===== src/rtl/aux_tdm_pkg.sv =====
package aux_tdm_pkg;

    // Active configuration bits; packed order matches write-data bits 2..0
    typedef struct packed {
        logic tdm;
        logic g2_en;
        logic g1_en;
    } cfg_t;

    // Per-pair auxiliary bits, ordered as they are packed after block start
    typedef struct packed {
        logic cs_r;
        logic cs_l;
        logic ud_r;
        logic ud_l;
        logic vb_r;
        logic vb_l;
    } aux_t;

    localparam int AUX_WORD_W = 7;

endpackage


===== src/rtl/aux_tdm_timer.sv =====
module aux_tdm_timer #(
    parameter int SLOT_W     = 32,
    parameter int SLOTS      = 8,
    parameter int BLK_FRAMES = 192,
    localparam int CNT_W     = $clog2(SLOT_W * SLOTS),
    localparam int FIDX_W    = $clog2(BLK_FRAMES)
) (
    input  logic              clk,
    input  logic              rst_n,
    input  logic              restart,
    input  logic              tdm,
    output logic [CNT_W-1:0]  cnt_o,
    output logic [FIDX_W-1:0] fidx_o,
    output logic              bnd_o
);

    localparam logic [CNT_W-1:0]  TDM_LAST = CNT_W'(SLOT_W * SLOTS - 1);
    localparam logic [CNT_W-1:0]  I2S_LAST = CNT_W'(2 * SLOT_W - 1);
    localparam logic [FIDX_W-1:0] FIDX_MAX = FIDX_W'(BLK_FRAMES - 1);

    typedef struct packed {
        logic [CNT_W-1:0]  cnt;
        logic [FIDX_W-1:0] fidx;
    } tmr_t;

    tmr_t st_d, st_q;
    logic bnd;

    always_comb begin
        st_d = st_q;
        bnd  = restart || (st_q.cnt == (tdm ? TDM_LAST : I2S_LAST));
        if (bnd) begin
            st_d.cnt  = '0;
            st_d.fidx = (st_q.fidx == FIDX_MAX) ? '0 : st_q.fidx + 1'b1;
        end else begin
            st_d.cnt  = st_q.cnt + 1'b1;
        end
    end

    always_ff @(posedge clk or negedge rst_n) begin
        if (!rst_n) st_q <= '0;
        else        st_q <= st_d;
    end

    assign cnt_o  = st_q.cnt;
    assign fidx_o = st_q.fidx;
    assign bnd_o  = bnd;

endmodule


===== src/rtl/aux_tdm_slotmux.sv =====
module aux_tdm_slotmux
    import aux_tdm_pkg::*;
#(
    parameter int SMP_W  = 24,
    parameter int SLOT_W = 32,
    parameter int SLOTS  = 8,
    localparam int POS_W = $clog2(SLOT_W),
    localparam int SIDX_W = $clog2(SLOTS),
    localparam int CNT_W = POS_W + SIDX_W
) (
    input  logic                  tdm,
    input  logic [CNT_W-1:0]      cnt,
    input  logic [SMP_W-1:0]      left,
    input  logic [SMP_W-1:0]      right,
    input  logic [AUX_WORD_W-1:0] auxw,
    output logic                  fs,
    output logic                  sd,
    output logic                  half
);

    localparam logic [SIDX_W-1:0] LEFT_SLOT  = SIDX_W'(0);
    localparam logic [SIDX_W-1:0] AUX_SLOT   = SIDX_W'(1);
    localparam logic [SIDX_W-1:0] RIGHT_SLOT = SIDX_W'(SLOTS / 2);
    localparam logic [POS_W-1:0]  SMP_LEN    = POS_W'(SMP_W);
    localparam logic [POS_W-1:0]  AUX_LEN    = POS_W'(AUX_WORD_W);

    logic [POS_W-1:0]      pos, pos_m1;
    logic [SIDX_W-1:0]     slot;
    logic [SMP_W-1:0]      l_sh, r_sh, i2s_sh, i2s_smp;
    logic [AUX_WORD_W-1:0] a_sh;

    always_comb begin
        pos     = cnt[POS_W-1:0];
        pos_m1  = pos - 1'b1;
        slot    = cnt[POS_W +: SIDX_W];
        half    = tdm ? cnt[CNT_W-1] : cnt[POS_W];
        l_sh    = left  << pos;
        r_sh    = right << pos;
        a_sh    = auxw  << pos;
        i2s_smp = cnt[POS_W] ? right : left;
        i2s_sh  = i2s_smp << pos_m1;
        sd      = 1'b0;
        if (tdm) begin
            fs = (cnt == '0);
            if (slot == LEFT_SLOT && pos < SMP_LEN)       sd = l_sh[SMP_W-1];
            else if (slot == RIGHT_SLOT && pos < SMP_LEN) sd = r_sh[SMP_W-1];
            else if (slot == AUX_SLOT && pos < AUX_LEN)   sd = a_sh[AUX_WORD_W-1];
        end else begin
            fs = cnt[POS_W];
            if (pos != '0 && pos <= SMP_LEN)              sd = i2s_sh[SMP_W-1];
        end
    end

endmodule


===== src/rtl/aux_tdm_serializer.sv =====
module aux_tdm_serializer
    import aux_tdm_pkg::*;
#(
    parameter int SMP_W      = 24,
    parameter int SLOT_W     = 32,
    parameter int SLOTS      = 8,
    parameter int BLK_FRAMES = 192,
    parameter int BLK_HI     = 16,
    parameter int CFG_W      = 16
) (
    input  logic             clk,
    input  logic             rst_n,
    input  logic             cfg_we,
    input  logic [CFG_W-1:0] cfg_wdata,
    input  logic             smp_valid,
    input  logic [SMP_W-1:0] smp_left,
    input  logic [SMP_W-1:0] smp_right,
    input  logic             smp_cs_l,
    input  logic             smp_cs_r,
    input  logic             smp_ud_l,
    input  logic             smp_ud_r,
    input  logic             smp_vb_l,
    input  logic             smp_vb_r,
    output logic             g1_fs_o,
    output logic             g1_sd_o,
    output logic             g2_lr_o,
    output logic             g2_blk_o,
    output logic             g2_cs_o,
    output logic             g2_ud_o,
    output logic             g2_vb_o
);

    localparam int CNT_W  = $clog2(SLOT_W * SLOTS);
    localparam int FIDX_W = $clog2(BLK_FRAMES);
    localparam logic [FIDX_W-1:0] BLK_HI_V = FIDX_W'(BLK_HI);

    typedef struct packed {
        cfg_t             cfg;
        logic [SMP_W-1:0] pend_l;
        logic [SMP_W-1:0] pend_r;
        aux_t             pend_aux;
        logic [SMP_W-1:0] act_l;
        logic [SMP_W-1:0] act_r;
        aux_t             act_aux;
    } ser_t;

    ser_t st_d, st_q;

    logic [CNT_W-1:0]      cnt;
    logic [FIDX_W-1:0]     fidx;
    logic                  bnd, blk, fs, sd, half;
    logic [AUX_WORD_W-1:0] auxw;
    logic                  unused_resv;

    assign unused_resv = ^cfg_wdata[CFG_W-1:3];

    aux_tdm_timer #(
        .SLOT_W(SLOT_W), .SLOTS(SLOTS), .BLK_FRAMES(BLK_FRAMES)
    ) timer_i (
        .clk(clk), .rst_n(rst_n), .restart(cfg_we), .tdm(st_q.cfg.tdm),
        .cnt_o(cnt), .fidx_o(fidx), .bnd_o(bnd)
    );

    always_comb begin
        st_d = st_q;
        if (cfg_we) st_d.cfg = cfg_t'(cfg_wdata[2:0]);
        if (smp_valid) begin
            st_d.pend_l   = smp_left;
            st_d.pend_r   = smp_right;
            st_d.pend_aux = '{cs_r: smp_cs_r, cs_l: smp_cs_l, ud_r: smp_ud_r,
                              ud_l: smp_ud_l, vb_r: smp_vb_r, vb_l: smp_vb_l};
        end
        if (bnd) begin
            st_d.act_l   = st_q.pend_l;
            st_d.act_r   = st_q.pend_r;
            st_d.act_aux = st_q.pend_aux;
        end
    end

    always_ff @(posedge clk or negedge rst_n) begin
        if (!rst_n) st_q <= '0;
        else        st_q <= st_d;
    end

    assign blk  = (fidx < BLK_HI_V);
    assign auxw = {blk, st_q.act_aux};

    aux_tdm_slotmux #(
        .SMP_W(SMP_W), .SLOT_W(SLOT_W), .SLOTS(SLOTS)
    ) mux_i (
        .tdm(st_q.cfg.tdm), .cnt(cnt), .left(st_q.act_l), .right(st_q.act_r),
        .auxw(auxw), .fs(fs), .sd(sd), .half(half)
    );

    assign g1_fs_o  = st_q.cfg.g1_en & fs;
    assign g1_sd_o  = st_q.cfg.g1_en & sd;
    assign g2_lr_o  = st_q.cfg.g2_en & half;
    assign g2_blk_o = st_q.cfg.g2_en & blk;
    assign g2_cs_o  = st_q.cfg.g2_en & (half ? st_q.act_aux.cs_r : st_q.act_aux.cs_l);
    assign g2_ud_o  = st_q.cfg.g2_en & (half ? st_q.act_aux.ud_r : st_q.act_aux.ud_l);
    assign g2_vb_o  = st_q.cfg.g2_en & (half ? st_q.act_aux.vb_r : st_q.act_aux.vb_l);

endmodule


===== config.mk =====
export PLATFORM = sky130hd
export DESIGN_NAME = aux_tdm_serializer
export DESIGN_NICKNAME = d
export VERILOG_FILES = /design/src/rtl/aux_tdm_pkg.sv /design/src/rtl/aux_tdm_timer.sv /design/src/rtl/aux_tdm_slotmux.sv /design/src/rtl/aux_tdm_serializer.sv
export SDC_FILE = /design/constraint.sdc
export NUM_CORES = 1
export LEC_CHECK = 0
export BUFFER_PORTS_ARGS = -buffer_cell sky130_fd_sc_hd__buf_4
export CAP_MARGIN = 20
export CORE_ASPECT_RATIO = 0.9
export CORE_UTILIZATION = 58
export CTS_BUF_LIST = sky130_fd_sc_hd__clkbuf_16
export CTS_CLUSTER_DIAMETER = 50
export DETAILED_ROUTE_END_ITERATION = 16
export PLACE_DENSITY = 0.8
export SKIP_CTS_REPAIR_TIMING = 1
export SYNTH_ARGS = -nofsm -noshare
export SYNTH_HDL_FRONTEND = slang
export SYNTH_SLANG_ARGS = --single-unit

===== constraint.sdc =====
create_clock -name clk -period 2.8 [get_ports clk]
set_input_delay 0.14 -clock clk [delete_from_list [all_inputs] [get_ports clk]]
set_output_delay 0.14 -clock clk [all_outputs]
set_load 0.05 [all_outputs]

==> reports/summary.txt <==
GR Util All Layers: 24.9%
Mapped cell area: 6120 sq um
Worst EP arrival: 2.60 ns
CP endpoint kind: primary output
Clock Tree Buf Depth: 2
Most common cell in the netlist: dfrtp_1
Post-synthesis area per instance: 14.0 sq um
Iteration-0 DRC Markers: 224
# rows: 35
DP Wirelength: 8270 microns
Starting Density: 59.7%
EDFF count, synth: 0
Outcome: complete, no violations
Post-DRT Antenna Nets: 0
Final cell utilization of the core: 77.8%
Final Hold Violating Endpoints: 0
Leakage power: 3.43 nW
Critical path origin: timer_i.cnt_o[5]$_DFF_PN0_
Max VDD drop: 0.000603 V
Synth top cells by count: dfrtp_1 (127), mux2_2 (112), mux2i_1 (20)
PortBufs: 67
Initial antenna violation count: 0
Post-synthesis cell count: 438
CTS tree: yes
Slew Limit Fails: 0
Clk root buf: clkbuf_16
Critical-path top delay cell: mux4_1
Die Wd: 110 microns
CP max FO: 7
Vias/cell: 5.73
Cells along the critical path: buf_6 > mux4_1 > mux4_2 > a31oi_2 > a221oi_4 > buf_6
Largest net degree at the start of global routing: 78
CP required: 2.66 ns
Drt pass-1 iters: 4
Top-area cell type share of the netlist area: 52.0%
Final Setup Violations: 0
Syn Nets: 516
Clock Latency Late Sink: 0.42 ns
Die Height: 99.4 microns
Wirelength per Cell: 18.6 microns
Synth-to-layout area growth: 30.3%
Warnings from Yosys: 0
Htree depth: 4
Final net count: 645
Diodes inserted: 0
RR Startpoint: timer_i.cnt_o[3]$_DFF_PN0_
First-pass GRT wire length: 20200 microns
Netlist cell types: 53
Die area: 11000 sq um
Part of the Yosys area used for sequential elements: 52.0%
CTS Buf Count: 17
Max Fclk: 0.365 GHz
#FFs+latches synth: 127
Core area: 10200 sq um
Synth area leader: dfrtp_1
Total Power: 5.30 mW
Share of layout cells above drive strength 1: 43.2%
Crit start category: register
Hold Path Class: in -> async
DRC: 0
Vias: 4058
Min cycle time layout: 2.74 ns
Slowest stage delay, CP: 0.59 ns
Max Cap Violations: 0
Overflow after GRT: 0
Ys flop type: dfrtp_1
Drt total wl: 13200 microns
# IOs: 81
Placer Congestion: 0.888
Slew @ Worst Pin: 0.678 ns
Async S/R FF share, synth: 100%
Critical path class: reg -> out
Clock Pin Slew Worst Setup and Hold Paths: 0.06 ns
PD cells: 665 nW/um^2
Top area cells in the synthesized netlist: dfrtp_1 (52%), mux2_2 (21%), mux4_2 (4.0%), mux2i_1 (3.3%), mux4_1 (3.0%)
Worst path most repeated cell: buf_6
Clock Skew: 0.0169 ns
CTS sink count: 127
Worst slew margin: 54.8%
Final Cycle Share: 97.8%
Vias in the first global route: 3982
[cells in the final DEF (no fill, tap or decap), types with 3 or more instances in the layout]
master and count:
nor2_1 16, inv_1 7, nor3_1 4, mux2i_1 20, buf_4 74, clkinvlp_4 5, dlygate4sd3_1 59, xnor2_1 8
a22oi_1 3, buf_6 3, mux2_1 5, dfrtp_1 125, mux4_2 11, nand3_1 9, mux4_1 7, clkinv_1 3
a21oi_1 4, mux2_2 112, clkbuf_16 17, nand2_1 12, o21ai_0 5, nor2b_1 9, xor2_1 4, o211ai_1 3
[worst paths after layout]
| kind | depth (start not counted) | slack, ns | to |
|---|---|---|---|
| setup / recovery | 6 | 0.06 | g1_sd_o |
| hold / removal | 2 | 0.30 | auxw[1]$_DFFE_PN0N_ |
| setup reg to reg | 5 | 0.38 | auxw[5]$_DFFE_PN0N_ |
| hold reg to reg | 1 | 0.49 | st_q[24]$_DFFE_PN0N_ |
| max in group asynchronous | 3 | 1.66 | timer_i.cnt_o[5]$_DFF_PN0_ |
| min in group clk | 2 | 0.36 | st_q[57]$_DFFE_PN0P_ |
[power by group]
group | switching (mW) | internal (mW)
clock network | 0.814 | 1.21
registers | 0.221 | 2.09
logic | 0.420 | 0.546
total | 1.46 | 3.85
[stage by stage]
stage          instance area, sq um  hold slack [ns]  setup TNS [ns]  instances  worst slack (ns)
3_5_place_dp                   6730            0.225               0        618             0.345
6_report                       7970            0.296               0        708            0.0620
3_3_place_gp                   6730            0.203               0        618             0.313
5_1_grt                        7970            0.385        -0.00645        708          -0.00645
2_1_floorplan                  6130           -0.156               0        438            0.0486
4_1_cts                        7270           -0.218          -0.110        649            -0.110
[worst max-delay path: cells and delay by family, from the launching register on]
kind / cells / cell delay (ns)
DFF: 1 / 0.40
muxes: 2 / 1.09
AOI/OAI and AO/OA: 2 / 0.35
buffers and inverters: 2 / 0.33
[cell families (layout without fill, tap and decap cells)]
group | Yosys count | in the layout | share of synthesized area [%]
buffers and inverters | 36 | 177 | 3.42
and+or+nand+nor | 70 | 70 | 6.07
AOI/OAI and AO/OA | 33 | 33 | 4.01
DFF | 127 | 127 | 52.0
adders and majority gates | 4 | 4 | 0.818
xor gates and xnor gates | 13 | 13 | 1.86
muxes | 155 | 155 | 31.9
[routing by layer]
layer  up-vias  global-route usage, %  routed length [microns]
li1       1871                      -                        -
met1      2076                   33.1                     5760
met2        96                   39.4                     6750
met3        15                   5.90                      491
met4         0                   10.2                      170
met5         -                      0                        0
[registers in the layout (all words and copies together), names as in the netlist]
name and count:
st_q 105, timer_i.cnt_o 8, timer_i.fidx_o 8, auxw 6
[final cells by class]
type	instances	area, sq um
clock buffers	17	425
clock inverters	14	120
fillers	636	2280
inverters	8	30.0
multi-input cells	275	2830
flip-flops and latches	127	3180
well taps	129	161
repair buffers	138	1220
Power figures use the tool's default switching activity.
